### config.mk
export PLATFORM = sky130hd
export DESIGN_NAME = dualclk_wdog
export DESIGN_NICKNAME = d
export VERILOG_FILES = /design/src/rtl/dualclk_wdog_pkg.sv /design/src/rtl/wdog_cfg_latch.sv /design/src/rtl/wdog_counter.sv /design/src/rtl/wdog_cause_flag.sv /design/src/rtl/dualclk_wdog.sv
export SDC_FILE = /design/constraint.sdc
export NUM_CORES = 1
export LEC_CHECK = 0
export BUFFER_PORTS_ARGS = -buffer_cell sky130_fd_sc_hd__buf_2
export CAP_MARGIN = 20
export CORE_ASPECT_RATIO = 0.6
export CORE_MARGIN = 4
export CORE_UTILIZATION = 45
export DETAILED_ROUTE_END_ITERATION = 12
export PLACE_DENSITY = 0.64
export SKIP_CTS_REPAIR_TIMING = 1
export SLEW_MARGIN = 10
export SYNTH_ARGS = -nofsm -noshare
export SYNTH_HDL_FRONTEND = slang
export SYNTH_HIERARCHICAL = 1
export SYNTH_SLANG_ARGS = --single-unit
### constraint.sdc
create_clock -name clk -period 5.7 [get_ports clk]
set_clock_uncertainty 0.05 [all_clocks]
set_input_delay 0.285 -clock clk [delete_from_list [all_inputs] [get_ports clk]]
set_output_delay 0.285 -clock clk [all_outputs]
set_load 0.05 [all_outputs]
### src/rtl/dualclk_wdog_pkg.sv
package dualclk_wdog_pkg;

    localparam int unsigned SEL_W    = 3;
    localparam int unsigned SEL_SPAN = 1 << SEL_W;
    localparam int unsigned CAUSE_W  = 8;
    localparam int unsigned WDOG_BIT = 4;
    localparam int unsigned KEY_W    = 8;

    typedef enum logic {
        SRC_SLOW = 1'b0,
        SRC_FAST = 1'b1
    } wdog_src_e;

    typedef struct packed {
        wdog_src_e        src;
        logic [SEL_W-1:0] sel;
    } wdog_cfg_t;

    function automatic int unsigned period_exp(
        input wdog_cfg_t   cfg,
        input int unsigned slow_min,
        input int unsigned fast_min
    );
        int unsigned base;
        base = (cfg.src == SRC_FAST) ? fast_min : slow_min;
        return base + int'(cfg.sel);
    endfunction

    function automatic int unsigned max_exp(
        input int unsigned slow_min,
        input int unsigned fast_min
    );
        return ((slow_min > fast_min) ? slow_min : fast_min) + SEL_SPAN - 1;
    endfunction

endpackage

### src/rtl/wdog_cfg_latch.sv
module wdog_cfg_latch
    import dualclk_wdog_pkg::*;
#(
    parameter int unsigned SLOW_MIN = 11,
    parameter int unsigned FAST_MIN = 13,
    parameter int unsigned EXP_W    = 5
) (
    input  logic             clk,
    input  logic             rst,
    input  logic             load,
    input  wdog_cfg_t        cfg_pin,
    output wdog_cfg_t        cfg_q,
    output logic [EXP_W-1:0] exp_q
);

    always_ff @(posedge clk) begin
        if (rst || load) begin
            cfg_q <= cfg_pin;
        end
    end

    assign exp_q = EXP_W'(period_exp(cfg_q, SLOW_MIN, FAST_MIN));


    cfg_hold_chk: assert property (@(posedge clk) disable iff (rst)
        !load |=> $stable(cfg_q));

endmodule

### src/rtl/wdog_counter.sv
module wdog_counter #(
    parameter int unsigned CNT_W = 21,
    parameter int unsigned EXP_W = 5
) (
    input  logic             clk,
    input  logic             rst,
    input  logic             tick,
    input  logic             clr,
    input  logic [EXP_W-1:0] exp,
    output logic             ovf
);

    logic [CNT_W-1:0] cnt_q;
    logic [CNT_W-1:0] cnt_nxt;

    assign cnt_nxt = cnt_q + 1'b1;
    assign ovf     = tick && !clr && cnt_nxt[exp];

    always_ff @(posedge clk) begin
        if (rst || clr || ovf) begin
            cnt_q <= '0;
        end else if (tick) begin
            cnt_q <= cnt_nxt;
        end
    end


    cnt_below_limit_chk: assert property (@(posedge clk) disable iff (rst)
        !cnt_q[exp]);


    cnt_clear_chk: assert property (@(posedge clk) disable iff (rst)
        clr |=> (cnt_q == '0));


    cnt_idle_chk: assert property (@(posedge clk) disable iff (rst)
        (!tick && !clr) |=> $stable(cnt_q));

endmodule

### src/rtl/wdog_cause_flag.sv
module wdog_cause_flag
    import dualclk_wdog_pkg::*;
(
    input  logic               clk,
    input  logic               rst,
    input  logic               set,
    input  logic               wr,
    input  logic [CAUSE_W-1:0] wdata,
    output logic [CAUSE_W-1:0] cause
);

    logic wd_q;

    always_ff @(posedge clk) begin
        if (rst) begin
            wd_q <= 1'b0;
        end else if (set) begin
            wd_q <= 1'b1;
        end else if (wr && !wdata[WDOG_BIT]) begin
            wd_q <= 1'b0;
        end
    end

    always_comb begin
        cause           = '0;
        cause[WDOG_BIT] = wd_q;
    end


    flag_set_chk: assert property (@(posedge clk) disable iff (rst)
        set |=> cause[WDOG_BIT]);


    flag_keep_chk: assert property (@(posedge clk) disable iff (rst)
        (!set && !(wr && !wdata[WDOG_BIT])) |=> $stable(cause));

endmodule

### src/rtl/dualclk_wdog.sv
module dualclk_wdog
    import dualclk_wdog_pkg::*;
#(
    parameter int unsigned SLOW_MIN = 11,
    parameter int unsigned FAST_MIN = 13,
    parameter logic [7:0]  KEY      = 8'hAC
) (
    input  logic       clk,
    input  logic       rst,
    input  logic       cfg_src,
    input  logic [2:0] cfg_sel,
    input  logic       slow_tick,
    input  logic       fast_tick,
    input  logic       kick_valid,
    input  logic [7:0] kick_key,
    input  logic       cause_wr,
    input  logic [7:0] cause_wdata,
    output logic [7:0] cause_q,
    output logic       wdog_req
);

    localparam int unsigned MAX_EXP = max_exp(SLOW_MIN, FAST_MIN);
    localparam int unsigned CNT_W   = MAX_EXP + 1;
    localparam int unsigned EXP_W   = $clog2(MAX_EXP + 1);

    wdog_cfg_t        cfg_pin;
    wdog_cfg_t        cfg_q;
    logic [EXP_W-1:0] exp_q;
    logic             req_q;
    logic             src_tick;
    logic             cnt_tick;
    logic             cnt_clr;
    logic             ovf;
    logic             key_ok;
    logic             key_bad;
    logic             fire;

    assign cfg_pin.src = wdog_src_e'(cfg_src);
    assign cfg_pin.sel = cfg_sel;

    assign src_tick = (cfg_q.src == SRC_FAST) ? fast_tick : slow_tick;
    assign cnt_tick = src_tick && !req_q;
    assign key_ok   = kick_valid && !req_q && (kick_key == KEY);
    assign key_bad  = kick_valid && !req_q && (kick_key != KEY);
    assign cnt_clr  = req_q || (kick_valid && !req_q);
    assign fire     = !req_q && (ovf || key_bad);

    wdog_cfg_latch #(
        .SLOW_MIN (SLOW_MIN),
        .FAST_MIN (FAST_MIN),
        .EXP_W    (EXP_W)
    ) u_cfg (
        .clk     (clk),
        .rst     (rst),
        .load    (fire),
        .cfg_pin (cfg_pin),
        .cfg_q   (cfg_q),
        .exp_q   (exp_q)
    );

    wdog_counter #(
        .CNT_W (CNT_W),
        .EXP_W (EXP_W)
    ) u_cnt (
        .clk  (clk),
        .rst  (rst),
        .tick (cnt_tick),
        .clr  (cnt_clr),
        .exp  (exp_q),
        .ovf  (ovf)
    );

    wdog_cause_flag u_flag (
        .clk   (clk),
        .rst   (rst),
        .set   (fire),
        .wr    (cause_wr),
        .wdata (cause_wdata),
        .cause (cause_q)
    );

    always_ff @(posedge clk) begin
        if (rst) begin
            req_q <= 1'b0;
        end else begin
            req_q <= fire;
        end
    end

    assign wdog_req = req_q;


    req_pulse_chk: assert property (@(posedge clk) disable iff (rst)
        wdog_req |=> !wdog_req);


    bad_key_chk: assert property (@(posedge clk) disable iff (rst)
        (kick_valid && (kick_key != KEY) && !wdog_req) |=> wdog_req);


    good_key_chk: assert property (@(posedge clk) disable iff (rst)
        (kick_valid && (kick_key == KEY) && !wdog_req) |=> !wdog_req);

endmodule

==> flow_summary.yaml, run 1 <==
outcome:
  outcome: "completed"
power_and_ir_drop:
  seqPwrFrac_pct: 47.5
  ir_drop_mv: 0.103
  switching_share_pct: 34.2
  power_density_mw_per_mm2: 191
  p_int_mw: 0.279
  p_comb_share_pct: 26.0
  p_clk_share_pct: 26.5
  switchingPower_mw: 0.145
  p_leak_nw: 0.831
timing:
  period_needed_ns: 4.25
  worst_pin_slew_ns: 0.991
  rsz0062_at_grt: "no"
  tns_ns: 0
  max_freq_ghz: 0.236
  hold_slack_ns: 0.128
  slew_headroom_pct: 33.9
  fin_ws_ns: 1.45
  setup_viol: 0
  maxSlewViolCount: 0
  hold_viol_final: 0
  fin_crit_sh_pct: 74.5
yosys:
  synth.distinct_cells: 52
  synth.area.top_cells: "dfxtp_1, xnor2_1, edfxtp_1"
  yosysMostFrequentCell: "nand2_1"
  synth_top_area_cell: "dfxtp_1"
  syn-instance-count: 259
  avgSynthCellArea_um2: 8.12
  synth_edf_count: 4
  synth_commonest_cells: "nand2_1, dfxtp_1, a21oi_1, xnor2_1, nor2_1"
  synth.ff_latch_count: 27
  synth_top_area_share_pct: 21.9
  synth-seq-area-share_pct: 27.6
  async_flop_share_pct: 0
  ys_warn_count: 6
  netlist_area_mm2: 0.00210
  synth_ff_type: "dfxtp_1"
worst_setup_path:
  cp_max_fo: 22
  required_ns: 5.64
  worstSetupPathType: "register to register"
  cp_slowest_cell: "o31a_1"
  crit_cells: 13
  cp_cell_sequence: "inv_1 > fa_1 > inv_1 > fa_1 > inv_1 > inv_1 > or4_1 > o21ai_0 > o31a_1 > and3b_1 > inv_1 > a21oi_1 > or2_2"
  cpPeakStageDelay_ns: 0.80
  crit_family: "compound AO/OA/AOI/OAI gates"
  endpoint_kind: "register"
  r2r_cells: 13
  path_buf_inv: 5
  cp_common_cell: "inv_1"
  cp.arrival_ns: 4.19
  cp-start-kind: "register"
cts:
  cts-root-buf: "clkbuf_8"
  cts_tree: "built"
  cts_max_level: 1
  clkLatencyLatePin_ns: 0.28
  clk_path_buf_depth: 2
  numClockSinks: 27
  numCtsBuffers: 3
  clk_pin_slew_worst_paths_ns: 0.09
placement:
  dp_hpwl_um: 3700
  dp_slack_ns: 1.42
  portBuffers: 20
  globalplace.congestion: 0.859
floorplanning:
  rows: 18
  die_height_um: 60.9
  die_area_mm2: 0.00586
  fp.coreArea_mm2: 0.00430
  io_pins: 35
  die_w_um: 96.2
  start_util_pct: 48.9
routing:
  firstDrtPassIters: 4
  drt_iter0_drc: 115
  antenna_left: 0
  wire_per_inst_um: 15.4
  vias: 1844
  viasPerCell: 5.66
  totalWireLength_um: 5010
  drc: 0
final_layout:
  post-route-util_pct: 51.5
  drive_gt1_share_pct: 14.3
  nets: 298
  n_antenna_cell: 0
  syn_to_final_growth_pct: 5.36
worst_hold_path:
  hp-class: "input pin to register"
  hold_depth: 1
global_routing:
  use_met3_pct: 5.08
  grt_pass1_wl_um: 8210
  grt_pass1_vias: 1586
  track_usage_pct: 18.4
  grt_max_degree: 23
  antenna_found_initial: 0
  grt_busiest_layer: "met1"
  grt_use_met2_pct: 24.0
  grt.met1_usage_pct: 29.2
  overflow: 0
flow_run:
  drv_cap: 0
==> flip-flops by register name (all words and copies together) (netlist names) <==
signal,flops
wdog_req,1
u_cfg/cfg_q,4
u_cnt/cnt_q,21
u_flag/wd_q,1
==> power by group through the flow <==
stage	registers (mW)	clock network, mW	logic [mW]
after floorplan	0.207	0	0.0883
after global placement	0.206	0	0.107
after detailed placement	0.206	0	0.110
after CTS	0.201	0.116	0.110
after global routing	0.202	0.127	0.120
final	0.201	0.112	0.110
==> path summary, 6_finish.rpt <==
path                            slack (ns)           start              to
worst min-delay path                  0.13         cfg_src  u_cfg/cfg_q[3]
worst max register to register        1.45  u_cfg/cfg_q[3]  u_cfg/cfg_q[3]
worst max-delay path                  1.45  u_cfg/cfg_q[3]  u_cfg/cfg_q[3]
worst min register to register        0.46     u_flag/wd_q     u_flag/wd_q
==> layout make-up <==
type                    count  area [µm²]
flip-flops and latches     27         581
clock buffers               4        45.0
repair buffers             23         126
fillers                   455        2090
multi-input cells         201        1350
well taps                  60        75.1
inverters                  11        41.3
==> per-layer routing <==
layer / share of wire, % / routed length [µm] / up-vias
met5: 0 / 0 / -
met4: 0.84 / 42 / 0
met3: 8.4 / 421 / 4
met2: 40 / 2020 / 63
met1: 50 / 2530 / 849
li1: - / - / 928
==> cells by family (layout without fill, tap and decap cells) <==
| group | count (synthesis) | in the layout | synth area share, % |
|---|---|---|---|
| and+or+nand+nor | 104 | 104 | 26.4 |
| AOI/OAI and AO/OA | 52 | 52 | 18.2 |
| buffers and inverters | 37 | 38 | 9.40 |
| xor gates and xnor gates | 30 | 30 | 12.5 |
| DFF | 27 | 27 | 27.6 |
| adders and majority gates | 5 | 5 | 3.69 |
| muxes | 3 | 3 | 2.02 |
| other | 1 | 7 | 0.178 |
==> cell usage in the layout (no fill, tap or decap), drive strengths merged, types with 4 or more instances in the layout <==
| cell type | n |
|---|---|
| nand4 | 15 |
| inv | 11 |
| and3 | 7 |
| a21oi | 22 |
| edfxtp | 4 |
| nor2 | 19 |
| conb | 7 |
| nand3 | 6 |
| buf | 23 |
| xor2 | 9 |
| o21ai | 6 |
| nor3 | 11 |
| xnor2 | 21 |
| dfxtp | 23 |
| nand2 | 32 |
| clkbuf | 4 |
| a2111oi | 6 |
==> metrics by stage <==
step / instance area, µm² / total power [mW] / cells
6_report: 2210 / 0.424 / 326
5_1_grt: 2210 / 0.448 / 326
4_1_cts: 2210 / 0.428 / 326
3_3_place_gp: 2160 / 0.313 / 321
3_5_place_dp: 2170 / 0.316 / 322
2_1_floorplan: 2120 / 0.295 / 265
No activity file was read; power rests on OpenSTA's default activity.
==> run 2: changes to the inputs <==
--- a/config.mk
+++ b/config.mk
@@ -5,6 +5,7 @@
 export SDC_FILE = /design/constraint.sdc
 export NUM_CORES = 1
 export LEC_CHECK = 0
+export ABC_AREA = 1
 export BUFFER_PORTS_ARGS = -buffer_cell sky130_fd_sc_hd__buf_2
 export CAP_MARGIN = 20
 export CORE_ASPECT_RATIO = 0.6
==> constraint.sdc (replaced) <==
create_clock -name clk -period 4.42 [get_ports clk]
set_clock_uncertainty 0.05 [all_clocks]
set_input_delay 0.221 -clock clk [delete_from_list [all_inputs] [get_ports clk]]
set_output_delay 0.221 -clock clk [all_outputs]
set_load 0.05 [all_outputs]
==> flow_summary.yaml, run 2 <==
outcome:
  outcome: "completed"
worst_setup_path:
  cpPeakStageDelay_ns: 0.56
  cp_cell_sequence: "inv_1 > fa_1 > nor2_1 > inv_1 > a21oi_1 > nor2_1 > nand2_1 > nand3_1 > nand2_1 > nand2_1 > nand3_2 > inv_1 > inv_1 > nand2_1 > nand2_1 > inv_1 > or2_1"
  cp_max_fo: 7
  worstSetupPathType: "register to register"
  cp-start-kind: "register"
  cp.arrival_ns: 3.03
  endpoint_kind: "register"
  path_buf_inv: 5
  required_ns: 4.40
  crit_family: "simple AND/OR/NAND/NOR gates"
  cp_slowest_cell: "fa_1"
global_routing:
  grt_max_degree: 35
  grt_pass1_vias: 1650
  track_usage_pct: 18.2
  antenna_found_initial: 0
  overflow: 0
  grt_pass1_wl_um: 8080
cts:
  clk_pin_slew_worst_paths_ns: 0.10
  cts_max_level: 1
  cts-root-buf: "clkbuf_8"
  numClockSinks: 27
  numCtsBuffers: 3
  cts_tree: "built"
  clk_path_buf_depth: 2
  clkLatencyLatePin_ns: 0.28
yosys:
  synth.area.top_cells: "dfxtp_1, nand2_1, inv_1"
  synth-seq-area-share_pct: 27.5
  netlist_area_mm2: 0.00211
  async_flop_share_pct: 0
  synth_edf_count: 4
  yosysMostFrequentCell: "nand2_1"
  avgSynthCellArea_um2: 6.60
  synth.distinct_cells: 35
  synth_commonest_cells: "nand2_1, inv_1, nand3_1"
  synth_top_area_cell: "dfxtp_1"
  synth_top_area_share_pct: 21.8
  synth.ff_latch_count: 27
  syn-instance-count: 320
  ys_warn_count: 6
  synth_ff_type: "dfxtp_1"
routing:
  wire_per_inst_um: 12.6
  drc: 0
  vias: 1947
  drt_iter0_drc: 124
  totalWireLength_um: 5000
  firstDrtPassIters: 5
  viasPerCell: 4.92
  antenna_left: 0
power_and_ir_drop:
  power_density_mw_per_mm2: 269
  ir_drop_mv: 0.131
  p_leak_nw: 0.938
placement:
  placed_area_mm2: 0.00220
  portBuffers: 20
  dp_hpwl_um: 3920
  globalplace.congestion: 0.963
final_layout:
  largest_reg_flops: 21
  stdcell_area_mm2: 0.00225
  n_antenna_cell: 0
  layout_commonest_cell: "nand2_1"
  final_cell_mix: "nand2_1, inv_1, nand3_1"
  nets: 368
  drive_gt1_share_pct: 20.5
  syn_to_final_growth_pct: 6.58
  reg.largest.list: "u_cnt/cnt_q (21), u_cfg/cfg_q (4)"
  regMostFlops: "u_cnt/cnt_q"
  post-route-util_pct: 52.3
  nFillCells: 450
flow_run:
  drv_cap: 0
floorplanning:
  fp.coreArea_mm2: 0.00430
  die_height_um: 61.1
  start_util_pct: 49.1
  die_w_um: 96.4
  io_pins: 35
  rows: 18
  die_area_mm2: 0.00589
timing:
  setup_viol: 0
  hold_viol_final: 0
  period_needed_ns: 3.05
  fin_crit_sh_pct: 69.0
  maxSlewViolCount: 0
  max_freq_ghz: 0.328
  rsz0062_at_grt: "no"
  tns_ns: 0
worst_hold_path:
  hp-class: "input pin to register"
[run 2: cell types whose count changed after synthesis, moves of 12 or more]
| cell | before | now |
|---|---|---|
| nor2_2 | 0 | 25 |
| inv_1 | 11 | 48 |
| a21oi_1 | 21 | 5 |
| nand2_1 | 32 | 69 |
| nand3_1 | 6 | 30 |
| o21ai_0 | 6 | 18 |
| xnor2_1 | 21 | 4 |
[run 2: worst paths after layout]
check                                     from        endpoint  slack, ns  depth (start not counted)
worst max register to register  u_cfg/cfg_q[3]  u_cfg/cfg_q[3]       1.37                         17
worst min-delay path                cfg_sel[0]  u_cfg/cfg_q[0]       0.06                          1
worst min register to register     u_flag/wd_q     u_flag/wd_q       0.43                          2
worst max-delay path            u_cfg/cfg_q[3]  u_cfg/cfg_q[3]       1.37                         17
[run 2: cells by family (layout without fill, tap and decap cells)]
group / Yosys count / in the layout / synth area share (%)
and+or+nand+nor: 178 / 178 / 41.6
buffers and inverters: 65 / 75 / 14.3
AOI/OAI and AO/OA: 37 / 37 / 9.78
DFF: 27 / 27 / 27.5
xor gates and xnor gates: 7 / 7 / 2.90
adders and majority gates: 5 / 5 / 3.68
other: 1 / 7 / 0.178
[run 2: where the power goes]
part	leakage (nW)	switching, mW	internal [mW]
Combinational	0.688	0.123	0.0591
Clock	0.0228	0.0843	0.0649
Sequential	0.227	0.0129	0.261
[run 2: area by class of cell]
cell class | count | area [µm²] | area share (%)
clock buffers | 4 | 45.0 | 2.00
flip-flops and latches | 27 | 581 | 25.8
well taps | 60 | 75.1 | 3.34
repair buffers | 21 | 108 | 4.78
inverters | 50 | 188 | 8.34
multi-input cells | 234 | 1250 | 55.7
[run 2: stage by stage]
stage / power [mW] / setup slack (ns) / cells / hold slack, ns
after CTS: 0.608 / 1.38 / 396 / 0.0492
after global routing: 0.645 / 1.05 / 396 / 0.0440
after global placement: 0.457 / 1.40 / 392 / 0.348
after floorplan: 0.428 / 1.80 / 326 / 0.233
after detailed placement: 0.459 / 1.40 / 392 / 0.350
final: 0.605 / 1.37 / 396 / 0.0551
[run 2: routing by layer]
layer  GRT usage (%)  wire (µm)  vias up
met5               0          0        -
met4            3.39          9        0
met3            5.01        433        2
met2            23.1       1810       60
met1            29.8       2750      859
li1                -          -     1026
